**src/rtl/irq_unit_pkg.sv**
```systemverilog
package irq_unit_pkg;

    localparam int DATA_W  = 32;
    localparam int ADDR_W  = 2;
    localparam int NUM_SRC = 8;
    localparam int GATE_POS = 31;

    // bit position of each event source in status and mask
    localparam int SRC_POS [NUM_SRC] = '{0, 1, 2, 3, 4, 5, 6, 30};

    typedef enum logic [ADDR_W-1:0] {
        ADR_STAT = 2'd0,
        ADR_ARM  = 2'd1,
        ADR_DARM = 2'd2,
        ADR_RSVD = 2'd3
    } reg_adr_e;

    function automatic logic [DATA_W-1:0] src_bits();
        logic [DATA_W-1:0] v;
        v = '0;
        for (int k = 0; k < NUM_SRC; k++) v[SRC_POS[k]] = 1'b1;
        return v;
    endfunction

    localparam logic [DATA_W-1:0] STAT_IMPL = src_bits();
    localparam logic [DATA_W-1:0] MASK_IMPL = src_bits() | (DATA_W'(1) << GATE_POS);

    typedef struct packed {
        logic [DATA_W-1:0] bits;
    } word_st_t;

endpackage

```
**src/rtl/intr_status_bank.sv**
```systemverilog
module intr_status_bank
    import irq_unit_pkg::*;
#(
    parameter int W = DATA_W,
    parameter int N = NUM_SRC
) (
    input  logic         clk_i,
    input  logic         rst_ni,
    input  logic [N-1:0] evt_i,
    input  logic [W-1:0] ack_i,
    output logic [W-1:0] stat_o
);

    typedef struct packed {
        logic [W-1:0] stat;
    } st_t;

    st_t          st_d, st_q;
    logic [W-1:0] evt_vec;

    always_comb begin
        evt_vec = '0;
        for (int k = 0; k < N; k++) evt_vec[SRC_POS[k]] = evt_i[k];
        st_d      = st_q;
        // acknowledge first, then events so a colliding pulse survives
        st_d.stat = ((st_q.stat & ~ack_i) | evt_vec) & STAT_IMPL[W-1:0];
    end

    always_ff @(posedge clk_i or negedge rst_ni) begin
        if (!rst_ni) st_q <= '0;
        else         st_q <= st_d;
    end

    assign stat_o = st_q.stat;

endmodule

```
**src/rtl/intr_mask_bank.sv**
```systemverilog
module intr_mask_bank
    import irq_unit_pkg::*;
#(
    parameter int W = DATA_W
) (
    input  logic         clk_i,
    input  logic         rst_ni,
    input  logic [W-1:0] arm_i,
    input  logic [W-1:0] disarm_i,
    output logic [W-1:0] mask_o
);

    typedef struct packed {
        logic [W-1:0] mask;
    } st_t;

    st_t st_d, st_q;

    always_comb begin
        st_d      = st_q;
        st_d.mask = (st_q.mask | (arm_i & MASK_IMPL[W-1:0])) & ~disarm_i;
    end

    always_ff @(posedge clk_i or negedge rst_ni) begin
        if (!rst_ni) st_q <= '0;
        else         st_q <= st_d;
    end

    assign mask_o = st_q.mask;

endmodule

```
**src/rtl/intr_req_gen.sv**
```systemverilog
module intr_req_gen
    import irq_unit_pkg::*;
#(
    parameter int W    = DATA_W,
    parameter int GATE = GATE_POS
) (
    input  logic [W-1:0] stat_i,
    input  logic [W-1:0] mask_i,
    output logic         irq_o
);

    localparam logic [W-1:0] SRC_ONLY = ~(W'(1) << GATE);

    logic pend;

    always_comb begin
        pend  = |(stat_i & mask_i & SRC_ONLY);
        irq_o = mask_i[GATE] & pend;
    end

endmodule

```
**src/rtl/irq_unit.sv**
```systemverilog
module irq_unit
    import irq_unit_pkg::*;
#(
    parameter int W  = DATA_W,
    parameter int AW = ADDR_W,
    parameter int N  = NUM_SRC
) (
    input  logic          clk_i,
    input  logic          rst_ni,
    input  logic          wr_en_i,
    input  logic [AW-1:0] addr_i,
    input  logic [W-1:0]  wdata_i,
    input  logic [N-1:0]  evt_i,
    output logic [W-1:0]  rdata_o,
    output logic          irq_o
);

    logic [W-1:0] ack_w, arm_w, disarm_w;
    logic [W-1:0] stat_w, mask_w;

    always_comb begin
        ack_w    = (wr_en_i && addr_i == ADR_STAT) ? wdata_i : '0;
        arm_w    = (wr_en_i && addr_i == ADR_ARM)  ? wdata_i : '0;
        disarm_w = (wr_en_i && addr_i == ADR_DARM) ? wdata_i : '0;
    end

    intr_status_bank #(.W(W), .N(N)) u_stat (
        .clk_i  (clk_i),
        .rst_ni (rst_ni),
        .evt_i  (evt_i),
        .ack_i  (ack_w),
        .stat_o (stat_w)
    );

    intr_mask_bank #(.W(W)) u_mask (
        .clk_i    (clk_i),
        .rst_ni   (rst_ni),
        .arm_i    (arm_w),
        .disarm_i (disarm_w),
        .mask_o   (mask_w)
    );

    intr_req_gen #(.W(W), .GATE(GATE_POS)) u_req (
        .stat_i (stat_w),
        .mask_i (mask_w),
        .irq_o  (irq_o)
    );

    always_comb begin
        unique case (addr_i)
            ADR_STAT: rdata_o = stat_w;
            ADR_ARM,
            ADR_DARM: rdata_o = mask_w;
            default:  rdata_o = '0;
        endcase
    end

endmodule

```
**config.mk**
```make
export PLATFORM = sky130hd
export DESIGN_NAME = irq_unit
export DESIGN_NICKNAME = d
export VERILOG_FILES = /design/src/rtl/irq_unit_pkg.sv /design/src/rtl/intr_status_bank.sv /design/src/rtl/intr_mask_bank.sv /design/src/rtl/intr_req_gen.sv /design/src/rtl/irq_unit.sv
export SDC_FILE = /design/constraint.sdc
export NUM_CORES = 1
export LEC_CHECK = 0
export ABC_CLOCK_PERIOD_IN_PS = 1100
export BUFFER_PORTS_ARGS = -buffer_cell sky130_fd_sc_hd__buf_2
export CAP_MARGIN = 20
export CORE_ASPECT_RATIO = 1.75
export CORE_MARGIN = 4
export CORE_UTILIZATION = 48
export CTS_CLUSTER_DIAMETER = 40
export CTS_CLUSTER_SIZE = 16
export DETAILED_ROUTE_END_ITERATION = 7
export MAX_ROUTING_LAYER = met4
export PLACE_DENSITY = 0.9
export SYNTH_ARGS = -nofsm -noshare
export SYNTH_HDL_FRONTEND = slang
export SYNTH_SLANG_ARGS = --single-unit
```
**constraint.sdc**
```tcl
create_clock -name clk_i -period 1.1 [get_ports clk_i]
set_clock_uncertainty 0.05 [all_clocks]
set_input_delay 0.11 -clock clk_i [delete_from_list [all_inputs] [get_ports clk_i]]
set_output_delay 0.11 -clock clk_i [all_outputs]
set_load 0.01 [all_outputs]
```
==> qor.json, run 1 <==
{
  "avgSynthCellArea_sq_um": 12.0,
  "cts_tree": "yes",
  "final_period_minus_worst_setup_slack_ps": 1400,
  "die_w_microns": 56.2,
  "most_common_cell_after_layout_fill_and_taps_aside": "buf_2",
  "worst_ep_arrival_time_ps": 1240,
  "dpl-instance-area_sq_um": 2490,
  "globalplace.congestion": 0.800,
  "share_of_layout_cells_above_drive_strength_1_pct": 57.4,
  "min-delay-path-class": "in -> reg",
  "pin_count_of_the_biggest_net_entering_global_routing": 41,
  "globalRoute.totalOverflow": 0,
  "grt_first_pass_wirelength_microns": 9010,
  "slew_violations": 0,
  "synth.yosys.seq_area_share_pct": 51.3,
  "max_stage_delay_ps": 410,
  "portBuffers": 77,
  "xor_xnor_cell_area_share_of_the_yosys_netlist_pct": 0,
  "total_of_max_cap_violations": 0,
  "detailedRoute.firstIterationViolations": 67,
  "main_combinational_cell_family_by_area_after_synthesis": "compound AO/OA/AOI/OAI gates",
  "timing.critical_path.slowest_stage_cell": "dfrtp_1",
  "grt_antenna_before_repair": 1,
  "violations_in_the_final_reports": "setup timing",
  "setup.worst_path.end_class": "output port",
  "yosys.cell_types.count": 20,
  "wl_met1_microns": 2300,
  "clkLatencyLatePin_ps": 290,
  "worst_setup_hold_path_clk_slew_ps": 80,
  "groute.usage.overall_pct": 22.9,
  "total_via_count_after_detailed_routing": 1932,
  "final_area_sq_um": 3400,
  "cellPowerDensity_nw_per_um2": 1150,
  "detailed_place_hpwl_microns": 3410,
  "post-route-period-util_pct": 127,
  "ys.warnings.count": 0,
  "ys_seq_elements": 40,
  "floorplan.initialDensity_pct": 49.9,
  "wl_microns": 7040,
  "final_nets": 353,
  "h-tree-depth": 2,
  "met3_wirelength_microns": 322,
  "synth_fa_ha_area_share_pct": 2.57,
  "dieArea_sq_um": 5190,
  "worstMarginPinSlew_ps": 385,
  "fp-row-count": 30,
  "rsz0062_at_grt": "yes",
  "timing_worst_setup_path_type": "reg -> out",
  "final_antenna_net_count": 0,
  "fraction_of_synthesized_area_in_multiplexers_pct": 0,
  "cts_inserted_buffers": 5,
  "timing.critical_path.from_type": "register",
  "floorplan.die.height_microns": 92.3,
  "synthesis.nets": 211,
  "fmaxAchievable_mhz": 715,
  "synth_area_sq_um": 1950,
  "detailed_routing_iteration_count_for_the_pre_antenna_repair_pass": 4,
  "sink_count": 40,
  "met2_length_microns": 4090,
  "top_layer_used": "met4",
  "first_global_vias": 2015,
  "cp_top_family": "flip-flops",
  "synth-compound-area-share_pct": 28.0,
  "vias_per_cell": 5.46,
  "hold_violations": 0,
  "max-slew-margin-rel_pct": 74.3,
  "critPathRequiredTime_ps": 940,
  "p_leak_nw": 1.62,
  "post-route-drc-count": 0,
  "synthCells": 162,
  "finish.cell_count_without_fillers": 354,
  "critical_path.max_fanout": 2,
  "placed_cell_count": 294,
  "fp.coreArea_sq_um": 3900,
  "fin_tns_setup_ps": -3130,
  "vdd.ir_drop.worst_mv": 1.25,
  "drt-wirelength-per-cell_microns": 19.9,
  "outcome": "finished with violations",
  "postLayoutSetupSlackWorst_ps": -298,
  "clk_root_buffer_cell": "clkbuf_8",
  "area_growth_syn_to_layout_pct": 74.4,
  "worstPathCellList": "buf_6, a22oi_2, nor2_1, buf_2",
  "synthSimpleGateAreaFrac_pct": 11.7,
  "io-pin-count": 78,
  "buffer_and_inverter_count_on_the_worst_path": 2,
  "final-setup-viol-count": 28,
  "layout_common_cells": "buf_2, dlygate4sd3_1, dfrtp_1",
  "largest_buffer_count_on_any_clock_path": 2
}
[flip-flops by register name, summed over array words and instances (netlist names)]
signal / count
u_stat.stat_o: 8
u_mask.mask_o: 32
[power by group]
part	switching (W)	total, W	internal (W)
sequential	0.0000764	0.00162	0.00154
combinational	0.000426	0.000953	0.000526
clock	0.000528	0.00133	0.000801
[through the flow]
step	hold WS, ps	setup WS [ps]	util [%]	power, W
after floorplan	-236	42.3	-	0.00192
after global placement	40.5	-176	63.7	0.00220
after detailed placement	45.5	-197	63.7	0.00222
after CTS	207	-275	79.7	0.00373
after global routing	266	-354	87.1	0.00404
final	257	-298	87.1	0.00390
[cells by family after synthesis]
| kind of cell | count (synthesis) |
|---|---|
| adder cells (fa/ha/maj) | 4 |
| buffers and inverters | 15 |
| AO/OA/AOI/OAI | 62 |
| flip-flops | 40 |
| AND/OR/NAND/NOR | 41 |
[per-layer routing]
layer / vias up / global-route usage, %
li1: 856 / -
met1: 963 / 22.4
met2: 89 / 41.4
met3: 24 / 4.74
met4: 0 / 12.3
met5: - / -
[cell type report]
cell class,instances,area [sq um]
diodes,1,2.50
clock buffers,7,96.3
clock inverters,1,30.0
fillers,185,504
inverters,3,16.3
multi-input cells,107,928
flip-flops and latches,40,1000
well taps,48,60.1
repair buffers,147,1260
[synthesized netlist by cell type, drive strengths merged]
master | number | area share, %
a22oi | 12 | 4.6
ha | 4 | 2.6
clkbuf | 3 | 0.58
a21oi | 8 | 3.6
nand3 | 8 | 2.1
a41oi | 1 | 0.45
inv | 3 | 0.58
nor2 | 8 | 1.5
and2 | 25 | 8.2
buf | 9 | 5.1
a31oi | 10 | 3.2
a21boi | 23 | 13
a21o | 8 | 3.1
dfrtp | 40 | 51
[path summary, 6_finish.rpt]
kind | endpoint | cells after the start | slack [ps] | startpoint
max in group asynchronous | u_mask.mask_o[6]$_DFF_PN0_ | 3 | 520 | rst_ni
max | rdata_o[2] | 4 | -300 | u_mask.mask_o[2]$_DFF_PN0_
min reg2reg | u_mask.mask_o[11]$_DFF_PN0_ | 1 | 480 | u_mask.mask_o[11]$_DFF_PN0_
min in group asynchronous | u_mask.mask_o[10]$_DFF_PN0_ | 3 | 280 | rst_ni
min | u_mask.mask_o[7]$_DFF_PN0_ | 3 | 260 | wr_en_i
max reg2reg | u_mask.mask_o[31]$_DFF_PN0_ | 4 | 0 | u_mask.mask_o[31]$_DFF_PN0_
[repair_timing]
action,CTS,global route
endpoints found under the setup margin,33,33
cloned,0,3
setup buffers,2,5
hold buffers,41,0
hold endpoints to repair,80,0
gates resized for setup,15,45
pin swaps,31,18
[worst register-to-register path: stages (launching register included)]
cell and delay, ps:
dfrtp_1 410, buf_4 150, buf_4 120, a31oi_1 160
a31oi_1 80
Power figures use the tool's default switching activity.
==> run 2: changes to the inputs <==
CORE_UTILIZATION = 50   (was 48)
MAX_ROUTING_LAYER = not set   (was met4)
PLACE_DENSITY = 0.88   (was 0.9)
SYNTH_HIERARCHICAL = 1   (was not set)
==> run 2 against run 1 <==
  * The flow still finishes with violations (setup timing)
  * Critical path depth is the same
  * Combinational power grew 32%
  * Count of clock-buffer cells in the layout grew 1
  * Design area grew 13%
  * Critical endpoint is now irq_o
  * Highest routed layer unchanged
==> qor.json, run 2 <==
{
  "synth_area": {"value": 2560, "unit": "sq um", "change": "+31%"},
  "top_usage_layer": "met2",
  "clkLatencyLatePin": {"value": 300, "unit": "ps", "change": "about the same"},
  "globalplace.congestion": {"value": 0.826, "change": "+3.3%"},
  "grt_first_pass_wirelength": {"value": 13200, "unit": "microns", "change": "+46%"},
  "slew_violations": {"value": 0, "change": "unchanged"},
  "final_antenna_net_count": {"value": 0, "change": "unchanged"},
  "total_via_count_after_detailed_routing": {"value": 2645, "change": "+37%"},
  "dieArea": {"value": 6370, "unit": "sq um", "change": "+23%"},
  "globalRoute.totalOverflow": {"value": 0, "change": "unchanged"},
  "detailed_place_hpwl": {"value": 4750, "unit": "microns", "change": "+39%"},
  "postLayoutSetupSlackWorst": {"value": -831, "unit": "ps", "change": "-533 ps"},
  "detailed_routing_iteration_count_for_the_pre_antenna_repair_pass": {"value": 4, "change": "unchanged"},
  "ys.warnings.count": {"value": 6, "change": "+6"},
  "post-route-period-util": {"value": 176, "unit": "%", "change": "+48 points"},
  "worst_setup_hold_path_clk_slew": {"value": 70, "unit": "ps", "change": "about the same"},
  "drt-wirelength-per-cell": {"value": 19.3, "unit": "microns", "change": "-3.1%"},
  "largest_register_ffs": {"value": 32, "change": "unchanged"},
  "timing_worst_setup_path_type": "reg -> out",
  "place_ws": {"value": -418, "unit": "ps", "change": "-221 ps"},
  "total_of_max_cap_violations": {"value": 0, "change": "unchanged"},
  "share_of_layout_cells_above_drive_strength_1": {"value": 46.8, "unit": "%", "change": "-11 points"},
  "finish.cell_count_without_fillers": {"value": 463, "change": "+31%"},
  "placed_cell_count": {"value": 411, "change": "+40%"},
  "avgSynthCellArea": {"value": 9.28, "unit": "sq um", "change": "-23%"},
  "worst_r2r_endpoint": "u_mask/mask_o[4]$_DFF_PN0_",
  "min_from": "wdata_i[8]",
  "violations_in_the_final_reports": "setup timing",
  "min-delay-path-class": "in -> reg",
  "power_report.internal_total": {"value": 0.00273, "unit": "W", "change": "-5.0%"},
  "hold-path-cell-count": {"value": 3, "change": "unchanged"},
  "hold_violations": {"value": 0, "change": "unchanged"},
  "vias_per_cell": {"value": 5.71, "change": "+4.7%"},
  "fmaxAchievable": {"value": 518, "unit": "MHz", "change": "-28%"},
  "die_w": {"value": 62.1, "unit": "microns", "change": "+11%"},
  "wl": {"value": 8910, "unit": "microns", "change": "+27%"},
  "setup.worst_path.end_class": "output port",
  "p_leak": {"value": 2.08, "unit": "nW", "change": "+29%"},
  "fp-row-count": {"value": 34, "change": "+13%"},
  "rsz0062_at_grt": "yes",
  "groute.usage.overall": {"value": 28.4, "unit": "%", "change": "+5.5 points"},
  "vdd.ir_drop.worst": {"value": 0.958, "unit": "mV", "change": "-23%"},
  "critical_path.max_fanout": {"value": 2, "change": "unchanged"},
  "grt_util_met1": {"value": 31.9, "unit": "%", "change": "+9.5 points"},
  "fin_tns_setup": {"value": -5800, "unit": "ps", "change": "-2670 ps"},
  "final_period_minus_worst_setup_slack": {"value": 1930, "unit": "ps", "change": "+533 ps"},
  "postLayoutCoreUtil": {"value": 77.1, "unit": "%", "change": "-9.9 points"},
  "post-route-drc-count": {"value": 0, "change": "unchanged"},
  "power_switching_share": {"value": 30.0, "unit": "%", "change": "+3.6 points"},
  "clk_root_buffer_cell": "clkbuf_8",
  "io-pin-count": {"value": 78, "change": "unchanged"},
  "pin_count_of_the_biggest_net_entering_global_routing": {"value": 50, "change": "+22%"},
  "share_comb_of_total_power": {"value": 32.3, "unit": "%", "change": "+7.9 points"},
  "hold-path-endpoint": "u_mask/mask_o[8]$_DFF_PN0_",
  "timing.rr.start": "u_mask/mask_o[4]$_DFF_PN0_",
  "share_clk_of_total_power": {"value": 26.5, "unit": "%", "change": "-7.6 points"},
  "grtUsageMet2": {"value": 48.0, "unit": "%", "change": "+6.6 points"},
  "worst_ep_arrival_time": {"value": 1770, "unit": "ps", "change": "+530 ps"},
  "outcome": "finished with violations",
  "sequentialPowerShare": {"value": 41.2, "unit": "%", "change": "-0.3 points"},
  "largest_buffer_count_on_any_clock_path": {"value": 2, "change": "unchanged"},
  "detailedRoute.firstIterationViolations": {"value": 155, "change": "+130%"},
  "layout_common_cells": "buf_2, and3_1, buf_4",
  "floorplan.die.height": {"value": 103, "unit": "microns", "change": "+11%"},
  "critPathRequiredTime": {"value": 940, "unit": "ps", "change": "about the same"},
  "fill_cells": {"value": 308, "change": "+66%"},
  "first_global_vias": {"value": 2676, "change": "+33%"},
  "cts_tree": "yes",
  "synthCells": {"value": 276, "change": "+70%"},
  "timing.critical_path.from_type": "register",
  "h-tree-depth": {"value": 2, "change": "unchanged"},
  "reg2reg_setup_slack": {"value": 100, "unit": "ps", "change": "+100 ps"},
  "floorplan.initialDensity": {"value": 51.4, "unit": "%", "change": "+1.5 points"},
  "sink_count": {"value": 40, "change": "unchanged"},
  "timing.reg2reg.worst_path_depth": {"value": 3, "change": "-1"},
  "fp.coreArea": {"value": 4980, "unit": "sq um", "change": "+28%"},
  "final-setup-viol-count": {"value": 33, "change": "+18%"},
  "cts_inserted_buffers": {"value": 5, "change": "unchanged"},
  "switchingPower": {"value": 0.00117, "unit": "W", "change": "+13%"},
  "grt_antenna_before_repair": {"value": 1, "change": "unchanged"},
  "final_nets": {"value": 456, "change": "+29%"},
  "area_growth_syn_to_layout_pct": 50.0,
  "global_route.usage.met3": {"value": 6.52, "unit": "%", "change": "+1.8 points"},
  "cellPowerDensity": {"value": 1010, "unit": "nW/um^2", "change": "-12%"},
  "portBuffers": {"value": 77, "change": "unchanged"},
  "most_common_cell_after_layout_fill_and_taps_aside": "buf_2"
}
[run 2: per-stage QoR]
stage | power [W] | instance area [sq um] | hold slack [ps]
after floorplan | 0.00213 | 2650 | -236
after detailed placement | 0.00249 | 3070 | 46.7
final | 0.00390 | 3840 | 48.7
after CTS | 0.00380 | 3760 | 42.5
after global routing | 0.00407 | 3840 | 52.5
after global placement | 0.00247 | 3070 | 41.2
[run 2: worst max path at each step]
| stage | startpoint | to | slack [ps] | cells after the start |
|---|---|---|---|---|
| 2_1_floorplan | u_stat/stat_o[4]$_DFF_PN0_ | irq_o | -190 | 4 |
| 3_3_place_gp | u_stat/stat_o[3]$_DFF_PN0_ | irq_o | -400 | 5 |
| 3_5_place_dp | u_stat/stat_o[3]$_DFF_PN0_ | irq_o | -420 | 5 |
| 4_1_cts | u_stat/stat_o[3]$_DFF_PN0_ | irq_o | -750 | 5 |
| 5_1_grt | u_mask/mask_o[6]$_DFF_PN0_ | irq_o | -900 | 4 |
| 6_report | u_mask/mask_o[6]$_DFF_PN0_ | irq_o | -830 | 4 |
[run 2: metal layers]
layer | part of all wire (%) | vias up
li1 | - | 1193
met1 | 34 | 1273
met2 | 53 | 137
met3 | 7.3 | 42
met4 | 5.1 | 0
met5 | 0 | -
[run 2: critical path, stage by stage (launching register included)]
cell      delay, ps
dfrtp_1         380
a222oi_1        480
nand4_1         190
o31a_1          280
buf_2           140
[run 2: timing repair]
| action | in CTS | in global routing |
|---|---|---|
| endpoints found under the setup margin | 33 | 33 |
| cloned | 5 | 0 |
| hold buffers | 9 | 0 |
| setup buffers | 23 | 13 |
| pin swaps | 32 | 19 |
| hold endpoints to repair | 48 | 0 |
| gates resized for setup | 55 | 8 |
[run 2: final cells by class]
cell class                 count  area [sq um]  share of cell area [%]
tap                           54          67.6                    1.76
sequential                    40          1000                    26.1
multi-input combinational    200          1460                    38.0
antenna                        1          2.50                  0.0652
clock buffer                   8          90.1                    2.35
timing repair buffer         150          1180                    30.7
inverter                      10          42.5                    1.11
[run 2: power groups by stage]
stage	combinational (W)	sequential [W]	clock, W
after floorplan	0.000509	0.00162	0
after CTS	0.00118	0.00160	0.00102
after global routing	0.00134	0.00161	0.00112
after global placement	0.000862	0.00161	0
final	0.00126	0.00161	0.00103
after detailed placement	0.000876	0.00162	0
==> run 3: changes to the inputs <==
ABC_CLOCK_PERIOD_IN_PS = 2500   (was 1100)
CORE_MARGIN = not set   (was 4)
SLEW_MARGIN = 10   (was not set)
clock period = 2.5 ns   (was 1.1 ns; I/O delays follow)
==> run 3 against run 2 <==
  * The run now ends clean
  * First-iteration DRC count is 49% lower
  * Flip-flop and latch count stayed put
  * Core utilization is 17 points lower
  * Worst setup slack better by 1200 ps
  * Die area is 15% lower
  * Design area is 23% lower
  * Worst hold slack worse by 21 ps
  * Clock power is 30% lower
==> qor.json, run 3 (synthesis results as in run 2) <==
{
  "outcome": "complete, no violations",
  "total_of_max_cap_violations": {"value": 0, "change": "unchanged"},
  "vdd.ir_drop.worst": {"value": 0.569, "unit": "mV", "change": "-41%"},
  "slew_violations": {"value": 0, "change": "unchanged"},
  "postLayoutCoreUtil": {"value": 60.2, "unit": "%", "change": "-17 points"},
  "sink_count": {"value": 40, "change": "unchanged"},
  "wl": {"value": 6010, "unit": "microns", "change": "-33%"},
  "clkLatencyLatePin": {"value": 290, "unit": "ps", "change": "about the same"},
  "io-pin-count": {"value": 78, "change": "unchanged"},
  "rsz0062_at_grt": "no",
  "post-route-period-util_pct": 83.3,
  "dieArea": {"value": 5420, "unit": "sq um", "change": "-15%"},
  "worst_r2r_endpoint": "u_stat/stat_o[6]$_DFF_PN0_",
  "globalRoute.totalOverflow": {"value": 0, "change": "unchanged"},
  "h-tree-depth": {"value": 2, "change": "unchanged"},
  "fmaxAchievable_mhz": 480,
  "cts_tree": "yes",
  "max-slew-margin-rel_pct": 40.2,
  "post-route-drc-count": {"value": 0, "change": "unchanged"},
  "fill_cells": {"value": 427, "change": "+39%"},
  "timing.critical_path.slowest_stage_cell": "ha_1",
  "floorplan.initialDensity": {"value": 51.9, "unit": "%", "change": "+0.44 points"},
  "worstMarginPinSlew_ps": 897,
  "post_cts_resize_count": {"value": 0, "change": "-100%"},
  "max_stage_delay": {"value": 610, "unit": "ps", "change": "+130 ps"},
  "cellPowerDensity": {"value": 586, "unit": "nW/um^2", "change": "-42%"},
  "timing_worst_setup_path_type": "in -> out",
  "crit_top_cell": "buf_2",
  "area_growth_syn_to_layout_pct": 16.1,
  "detailedRoute.firstIterationViolations": {"value": 79, "change": "-49%"},
  "largest_register_ffs": {"value": 32, "change": "unchanged"},
  "drt-wirelength-per-cell": {"value": 15.2, "unit": "microns", "change": "-21%"},
  "final_antenna_net_count": {"value": 0, "change": "unchanged"},
  "timing.critical_path.from_type": "input pin",
  "floorplan.die.height": {"value": 96.7, "unit": "microns", "change": "-5.8%"},
  "cts_hold_repair.buffers": {"value": 0, "change": "-9"},
  "portBuffers": {"value": 77, "change": "unchanged"},
  "worstPathCellList": "buf_2, inv_1, ha_1, buf_4, a22oi_1, nor2_1, buf_2",
  "critical_path.max_fanout": {"value": 17, "change": "+15"},
  "fp-row-count": {"value": 34, "change": "unchanged"},
  "fin_tns_setup": {"value": 0, "unit": "ps", "change": "+5800 ps"},
  "min-delay-path-class": "in -> async",
  "grt_antenna_before_repair": {"value": 0, "change": "-1"},
  "reg2reg_setup_slack": {"value": 1740, "unit": "ps", "change": "+1640 ps"},
  "timing.rr.start": "u_stat/stat_o[6]$_DFF_PN0_",
  "fp.coreArea": {"value": 4930, "unit": "sq um", "change": "-0.85%"},
  "timing.reg2reg.worst_path_depth": {"value": 1, "change": "-2"},
  "die_w": {"value": 56.1, "unit": "microns", "change": "-9.7%"},
  "final_period_minus_worst_setup_slack_ps": 2080,
  "worst_ep_arrival_time": {"value": 1780, "unit": "ps", "change": "about the same"},
  "setup.worst_path.end_class": "output port",
  "antenna_diodes": {"value": 0, "change": "-1"},
  "detailed_place_hpwl": {"value": 4350, "unit": "microns", "change": "-8.5%"},
  "pin_count_of_the_biggest_net_entering_global_routing": {"value": 50, "change": "unchanged"},
  "p_leak": {"value": 1.70, "unit": "nW", "change": "-18%"},
  "clk_root_buffer_cell": "clkbuf_8",
  "cts_inserted_buffers": {"value": 5, "change": "unchanged"},
  "hold_violations": {"value": 0, "change": "unchanged"},
  "globalplace.congestion": {"value": 0.853, "change": "+3.3%"},
  "critPathRequiredTime": {"value": 2200, "unit": "ps", "change": "+1260 ps"},
  "layout_common_cells": "buf_2, and3_1, a22oi_1, dfrtp_1, nor2_1",
  "final_nets": {"value": 389, "change": "-15%"},
  "first_global_vias": {"value": 2154, "change": "-20%"},
  "vias_per_cell": {"value": 5.57, "change": "-2.5%"},
  "cts.repair_timing.setup_buffer_count": {"value": 0, "change": "-100%"},
  "most_common_cell_after_layout_fill_and_taps_aside": "buf_2",
  "groute.usage.overall": {"value": 22.7, "unit": "%", "change": "-5.8 points"},
  "grt_first_pass_wirelength": {"value": 9850, "unit": "microns", "change": "-25%"},
  "final-setup-viol-count": {"value": 0, "change": "-100%"},
  "largest_buffer_count_on_any_clock_path": {"value": 2, "change": "unchanged"},
  "total_via_count_after_detailed_routing": {"value": 2201, "change": "-17%"},
  "share_of_layout_cells_above_drive_strength_1": {"value": 29.0, "unit": "%", "change": "-18 points"},
  "worst_setup_hold_path_clk_slew": {"value": 80, "unit": "ps", "change": "about the same"},
  "detailed_routing_iteration_count_for_the_pre_antenna_repair_pass": {"value": 5, "change": "+1"}
}
[run 3: power breakdown]
group / internal, W / switching (W) / leakage (nW)
sequential: 0.000679 / 0.0000299 / 0.502
clock: 0.000499 / 0.000226 / 0.0784
combinational: 0.000138 / 0.000169 / 1.12
total: 0.00132 / 0.000425 / 1.70
[run 3: per-stage QoR]
stage	setup WS, ps	total power [W]	instance area (sq um)	hold slack, ps	std cells
6_report	417	0.00174	2970	27.4	395
2_1_floorplan	1070	0.000936	2650	-95.6	299
4_1_cts	448	0.00175	2970	59.1	395
3_5_place_dp	451	0.00103	2810	373	387
3_3_place_gp	491	0.00102	2810	365	387
5_1_grt	367	0.00181	2970	77.9	395
[run 3: critical path, delay by kind of cell]
family / cells / cell delay, ps
adder cells (fa/ha/maj): 1 / 610
AND/OR/NAND/NOR: 1 / 160
buffers and inverters: 4 / 650
AO/OA/AOI/OAI: 1 / 120
[run 3: how the worst max path moves through the flow]
stage | cells after the start | endpoint | start
2_1_floorplan | 4 | irq_o | u_stat/stat_o[4]$_DFF_PN0_
3_3_place_gp | 7 | rdata_o[9] | addr_i[0]
3_5_place_dp | 7 | rdata_o[9] | addr_i[0]
4_1_cts | 7 | rdata_o[9] | addr_i[0]
5_1_grt | 7 | rdata_o[9] | addr_i[0]
6_report | 7 | rdata_o[9] | addr_i[1]
[run 3: area by class of cell]
type	instances	area [sq um]	share of cell area [%]
multi-input combinational	200	1280	42.9
tap	54	67.6	2.27
clock buffer	5	68.8	2.32
clock inverter	3	90.1	3.03
inverter	10	37.5	1.26
sequential	40	1000	33.7
timing repair buffer	83	430	14.5
[run 3: routing by layer]
layer	share of wire (%)	vias up	GRT usage, %
li1	-	1052	-
met1	38	1064	27.0
met2	56	72	41.2
met3	4.0	13	2.67
met4	1.8	0	7.69
met5	0	-	0
